==> src/rtl/pwm_split_pkg.sv <==
package pwm_split_pkg;

    typedef enum logic [1:0] {
        PS_IDLE = 2'd0,
        PS_HIGH = 2'd1,
        PS_LOW  = 2'd2
    } pwm_state_e;

    typedef enum logic [1:0] {
        CSRC_FSYS = 2'd0,
        CSRC_DIV  = 2'd1,
        CSRC_SLOW = 2'd2,
        CSRC_OFF  = 2'd3
    } clk_src_e;

endpackage

==> src/rtl/pwm_tick_sel.sv <==
module pwm_tick_sel #(
    parameter int DIV = 4
) (
    input  logic       clk,
    input  logic       rst_n,
    input  logic [1:0] src,
    input  logic       slow_tick,
    output logic       tick
);
    import pwm_split_pkg::*;

    localparam int DW = (DIV > 1) ? $clog2(DIV) : 1;
    localparam logic [DW-1:0] DIV_LAST = DW'(DIV - 1);

    logic [DW-1:0] div_q;
    clk_src_e      src_e;

    assign src_e = clk_src_e'(src);

    // free-running divider, phase known from reset
    always_ff @(posedge clk) begin
        if (!rst_n) begin
            div_q <= '0;
        end else if (div_q == DIV_LAST) begin
            div_q <= '0;
        end else begin
            div_q <= div_q + 1'b1;
        end
    end

    always_comb begin
        unique case (src_e)
            CSRC_FSYS: tick = 1'b1;
            CSRC_DIV:  tick = (div_q == DIV_LAST);
            CSRC_SLOW: tick = slow_tick;
            default:   tick = 1'b0;
        endcase
    end

endmodule

==> src/rtl/pwm_slot_calc.sv <==
module pwm_slot_calc #(
    parameter int DUTY_W = 8
) (
    input  logic [DUTY_W-1:0] duty,
    input  logic              mode,
    input  logic [DUTY_W-1:0] pos,
    output logic              slot_high
);
    // index 0: two fraction bits (four sub-cycles), index 1: one fraction bit
    logic [1:0] high_by_mode;

    for (genvar g = 0; g < 2; g++) begin : g_mode
        localparam int FB = 2 - g;
        localparam int SW = DUTY_W - FB;

        logic [SW-1:0] base;
        logic [SW-1:0] offs;
        logic [FB-1:0] extra;
        logic [FB-1:0] sub;
        logic [SW:0]   high_len;

        assign base     = duty[DUTY_W-1:FB];
        assign extra    = duty[FB-1:0];
        assign sub      = pos[DUTY_W-1:SW];
        assign offs     = pos[SW-1:0];
        assign high_len = {1'b0, base} + {{SW{1'b0}}, (sub < extra)};
        assign high_by_mode[g] = ({1'b0, offs} < high_len);
    end

    assign slot_high = high_by_mode[mode];

endmodule

==> src/rtl/pwm_split_fsm.sv <==
module pwm_split_fsm #(
    parameter int DUTY_W = 8
) (
    input  logic              clk,
    input  logic              rst_n,
    input  logic              tick,
    input  logic [DUTY_W-1:0] duty,
    input  logic              mode,
    output logic              raw,
    output logic              idle,
    output logic [DUTY_W-1:0] pos_q,
    output logic [DUTY_W-1:0] duty_q
);
    import pwm_split_pkg::*;

    localparam logic [DUTY_W-1:0] POS_LAST = '1;

    pwm_state_e        state_q, state_n;
    logic              mode_q;
    logic              wrap;
    logic [DUTY_W-1:0] pos_n;
    logic [DUTY_W-1:0] duty_n;
    logic              mode_n;
    logic              high_n;

    // a new period begins after idle or after the last slot
    assign wrap   = (state_q == PS_IDLE) || (pos_q == POS_LAST);
    assign pos_n  = wrap ? '0   : pos_q + 1'b1;
    assign duty_n = wrap ? duty : duty_q;
    assign mode_n = wrap ? mode : mode_q;

    pwm_slot_calc #(.DUTY_W(DUTY_W)) u_calc (
        .duty      (duty_n),
        .mode      (mode_n),
        .pos       (pos_n),
        .slot_high (high_n)
    );

    always_comb begin
        state_n = state_q;
        if (tick) begin
            unique case (state_q)
                PS_IDLE: state_n = high_n ? PS_HIGH : PS_LOW;   // START
                PS_HIGH: state_n = high_n ? PS_HIGH : PS_LOW;   // HOLD_HIGH / FALL
                PS_LOW:  state_n = high_n ? PS_HIGH : PS_LOW;   // RISE / HOLD_LOW
                default: state_n = PS_IDLE;
            endcase
        end
    end

    always_ff @(posedge clk) begin
        if (!rst_n) begin
            state_q <= PS_IDLE;
            pos_q   <= '0;
            duty_q  <= '0;
            mode_q  <= 1'b0;
        end else if (tick) begin
            state_q <= state_n;
            pos_q   <= pos_n;
            duty_q  <= duty_n;
            mode_q  <= mode_n;
        end
    end

    always_comb begin
        raw  = (state_q == PS_HIGH);
        idle = (state_q == PS_IDLE);
    end

endmodule

==> src/rtl/pwm_split_gen.sv <==
module pwm_split_gen #(
    parameter int DUTY_W = 8,
    parameter int DIV    = 4
) (
    input  logic              clk,
    input  logic              rst_n,
    input  logic [1:0]        clk_src,
    input  logic              slow_tick,
    input  logic [DUTY_W-1:0] duty,
    input  logic              mode_sel,
    input  logic              pwm_fn_en,
    input  logic              port_bit,
    output logic              pwm_pin
);
    logic              tick_w;
    logic              raw_w;
    logic              idle_w;
    logic [DUTY_W-1:0] pos_w;
    logic [DUTY_W-1:0] dq_w;

    pwm_tick_sel #(.DIV(DIV)) u_tick (
        .clk       (clk),
        .rst_n     (rst_n),
        .src       (clk_src),
        .slow_tick (slow_tick),
        .tick      (tick_w)
    );

    pwm_split_fsm #(.DUTY_W(DUTY_W)) u_fsm (
        .clk    (clk),
        .rst_n  (rst_n),
        .tick   (tick_w),
        .duty   (duty),
        .mode   (mode_sel),
        .raw    (raw_w),
        .idle   (idle_w),
        .pos_q  (pos_w),
        .duty_q (dq_w)
    );

    assign pwm_pin = raw_w & pwm_fn_en & port_bit;

endmodule

==> config.mk <==
export PLATFORM = sky130hd
export DESIGN_NAME = pwm_split_gen
export DESIGN_NICKNAME = d
export VERILOG_FILES = /design/src/rtl/pwm_split_pkg.sv /design/src/rtl/pwm_tick_sel.sv /design/src/rtl/pwm_slot_calc.sv /design/src/rtl/pwm_split_fsm.sv /design/src/rtl/pwm_split_gen.sv
export SDC_FILE = /design/constraint.sdc
export NUM_CORES = 1
export LEC_CHECK = 0
export ABC_CLOCK_PERIOD_IN_PS = 4000
export BUFFER_PORTS_ARGS = -buffer_cell sky130_fd_sc_hd__buf_2
export CAP_MARGIN = 20
export CORE_UTILIZATION = 53
export DETAILED_ROUTE_END_ITERATION = 7
export PLACE_DENSITY = 0.75
export SYNTH_ARGS = -nofsm -noshare
export SYNTH_HDL_FRONTEND = slang
export SYNTH_SLANG_ARGS = --single-unit
==> constraint.sdc <==
create_clock -name clk -period 4 [get_ports clk]
set_input_delay 0.2 -clock clk [delete_from_list [all_inputs] [get_ports clk]]
set_output_delay 0.2 -clock clk [all_outputs]
set_load 0.03 [all_outputs]
==> impl_results.md <==
- Slew @ Worst Pin: 842 ps
- Hold_buf cts: 0
- Met2 wire len: 1.95 mm
- WL per Instance: 14.4 um
- TritonCTS buffer count: 3
- Ranking of synthesized cells by area: dfxtp_1 (24%), ha_1 (13%), nand2_1 (7.1%)
- Fin crit share: 96.2%
- DIE WIDTH: 59.4 um
- Synth Net Count: 253
- Clk slew on worst S/H paths: 140 ps
- EDFF count, synth: 0
- Top-area cell type share of the netlist area: 24.1%
- HP Start: duty[0]
- Post-layout util: 64.2%
- Die area: 3530 um2
- Max-cap check violation count: 0
- First-pass GRT wire length: 6.30 mm
- VDD IR max: 0.000152 V
- Row count: 20
- Via density: 5.67
- Number of synthesized register bits: 21
- DRC: 0
- Hold endpoint: u_fsm.duty_q[0]
- P per Cell Area: 270 nW/um2
- CP Data Arrival Time: 4070 ps
- Flop-to-flop setup slack: 150 ps
- Cell taking the most area after synthesis: dfxtp_1
- Total global-route track usage: 23.7%
- Initial Util: 56.7%
- Cells after Synth: 219
- Critical Path End Type: register
- Worst R2R Start: u_fsm.pos_q[1]
- H-tree depth: 1
- Port-buffer cells: 16
- Area grow syn2layout: 13.2%
- Post-Place Cells: 275
- Antenna fix cells: 0
- Slew Viols, Final: 0
- Sequential-to-total area share from yosys stat: 24.1%
- Final hold violation count: 0
- Fin worst setup slack: 150 ps
- Slew HR: 43.9%
- Maximum operating frequency: 0.260 GHz
- Async SR Flop Fraction: 0%
- Top_reg_cell synth: dfxtp_1
- RR Endpoint: u_fsm.state_q[1]
- Fin crit period: 3850 ps
- Routed WL: 4.04 mm
- Avg Synthesized Cell Area: 7.97 um2
- Final setup vio count: 0
- Final Skew: 7.34 ps
- CP Launch Type: register
- Post-synth top cells: nand2_1 (33), dfxtp_1 (21), ha_1 (18)
- DR vias: 1,588
- YS warnings: 0
- Count leader, synth: nand2_1
- Met3 wire length: 118 um
- Post-Place Worst Slack: 95.8 ps
- Worst Hold Depth: 3
- Largest net degree at the start of global routing: 23
- Cells on worst reg2reg path: 18
- ANT nets after route: 0
- Core footprint: 3080 um2
- Share of cells above drive strength 1: 16.9%
- Initial antenna violation count: 0
- DRT met1 WL: 1.91 mm
- Worst skew pair latency: 320 ps
- CTS tree: yes
- GPL Wtd Cong: 0.922
- HP Class: in2reg
- Net count, final: 271
- CTS Sinks: 21
- Vert. Die Dim: 59.4 um
- Status: completed
- Top Metal Used: met4
- Synthesized area: 1750 um2
- Drt pass-1 iters: 7
- Grt total ovfl: 0
- Final Non-Filler Cells: 280
- Clk root buf: clkbuf_4
- Critical path fanouts, max: 4
- Leakage: 0.841 nW
- Crit Path Category: reg2reg
- Top-level I/O count: 17
- 1st-iter DRT viols: 114
- Detail Placement HPWL: 3.02 mm
- Synth unique cells: 38
- Vias in the first global route: 1,394
- Clock buffer depth: 2
- Design Power: 0.534 mW
- WP data required: 4220 ps
[per-layer routing]
layer	up-vias	GRT usage, %
met5	-	0
met4	0	7.14
met3	6	1.97
met2	37	39.2
met1	730	32.6
li1	815	-
[worst max-delay path, cell delays in order, from the launching register on]
cell      delay [ps]
dfxtp_4          390
ha_4             150
nand3_4          110
o32ai_4          370
mux2i_2          290
ha_1             260
o21a_1           120
nor2_2           130
ha_2             220
nand2_1           60
mux2i_2          200
nand2_1          100
xnor2_1          140
mux2i_1           90
ha_1             330
and3_4           200
a221oi_2         220
a31oi_1          130
a41o_1           230
[power by group]
part	internal [mW]	switching, mW	leakage, nW	total [mW]
Sequential	0.221	0.0142	0.173	0.235
Clock	0.0374	0.0746	0.0177	0.112
Combinational	0.0833	0.103	0.650	0.187
Total	0.342	0.192	0.841	0.534
[stage by stage]
stage / area [um2] / hold WS [ps] / setup TNS [ps]
after CTS: 1930 / 146 / 0
after detailed placement: 1900 / 420 / 0
after global routing: 1980 / 172 / -31.9
after floorplan: 1770 / 356 / 0
after global placement: 1900 / 422 / 0
final: 1980 / 145 / 0
[kinds of logic (layout without fill, tap and decap cells)]
kind of cell,Yosys count,in the layout,synth area share [%]
xor gates and xnor gates,20,20,10.0
AOI/OAI and AO/OA,45,45,18.9
buffers and inverters,17,34,3.87
DFF,21,21,24.1
muxes,10,10,5.73
and+or+nand+nor,88,88,24.4
adders and majority gates,18,18,12.9
[state kept, by name (all words and copies together), names as in the netlist]
register       flops
u_tick.div_q       2
u_fsm.duty_q       8
u_fsm.state_q      2
u_fsm.mode_q       1
u_fsm.pos_q        8
[cell usage in the layout, fill, tap and decap left out, types with 2 or more instances in the layout]
master	Yosys	final
nor2_1	14	13
o21ai_0	4	4
a21boi_0	14	14
nand4b_1	2	2
a21oi_1	11	11
xnor2_1	11	11
a21o_1	3	3
and3_1	6	5
or3_1	2	2
nand3_1	17	17
nor2b_1	4	4
dfxtp_1	21	18
xor2_1	9	9
a31oi_1	2	2
mux2i_1	10	8
inv_1	7	7
ha_1	18	15
nand4_1	3	3
buf_2	3	16
dfxtp_2	0	2
ha_2	0	2
clkbuf_4	0	3
o211a_1	2	2
nand2_1	33	33
mux2i_2	0	2
buf_4	0	6
[timing repair]
item | CTS | global route
buffers inserted | 0 | 1
setup endpoints to repair | 0 | 2
gates resized for setup | 0 | 10
[worst max-delay path by stage]
stage	start	endpoint	slack, ps	depth (start not counted)
detailed placement	u_fsm.pos_q[1]	u_fsm.state_q[1]	100	18
CTS	u_fsm.pos_q[1]	u_fsm.state_q[1]	80	18
global route	u_fsm.pos_q[1]	u_fsm.state_q[1]	-30	18
global placement	u_fsm.pos_q[1]	u_fsm.state_q[1]	150	18
floorplan	u_fsm.pos_q[0]	u_fsm.state_q[1]	10	19
finish	u_fsm.pos_q[1]	u_fsm.state_q[1]	150	18
[area by class of cell]
class | instances | area (um2)
Clock buffer | 3 | 22.5
Fill cell | 282 | 1100
Inverter | 7 | 26.3
Timing Repair Buffer | 23 | 136
Tap cell | 44 | 55.1
Sequential cell | 21 | 427
Multi-Input combinational cell | 181 | 1300
Clock inverter | 1 | 5.00
Power figures use the tool's default switching activity.
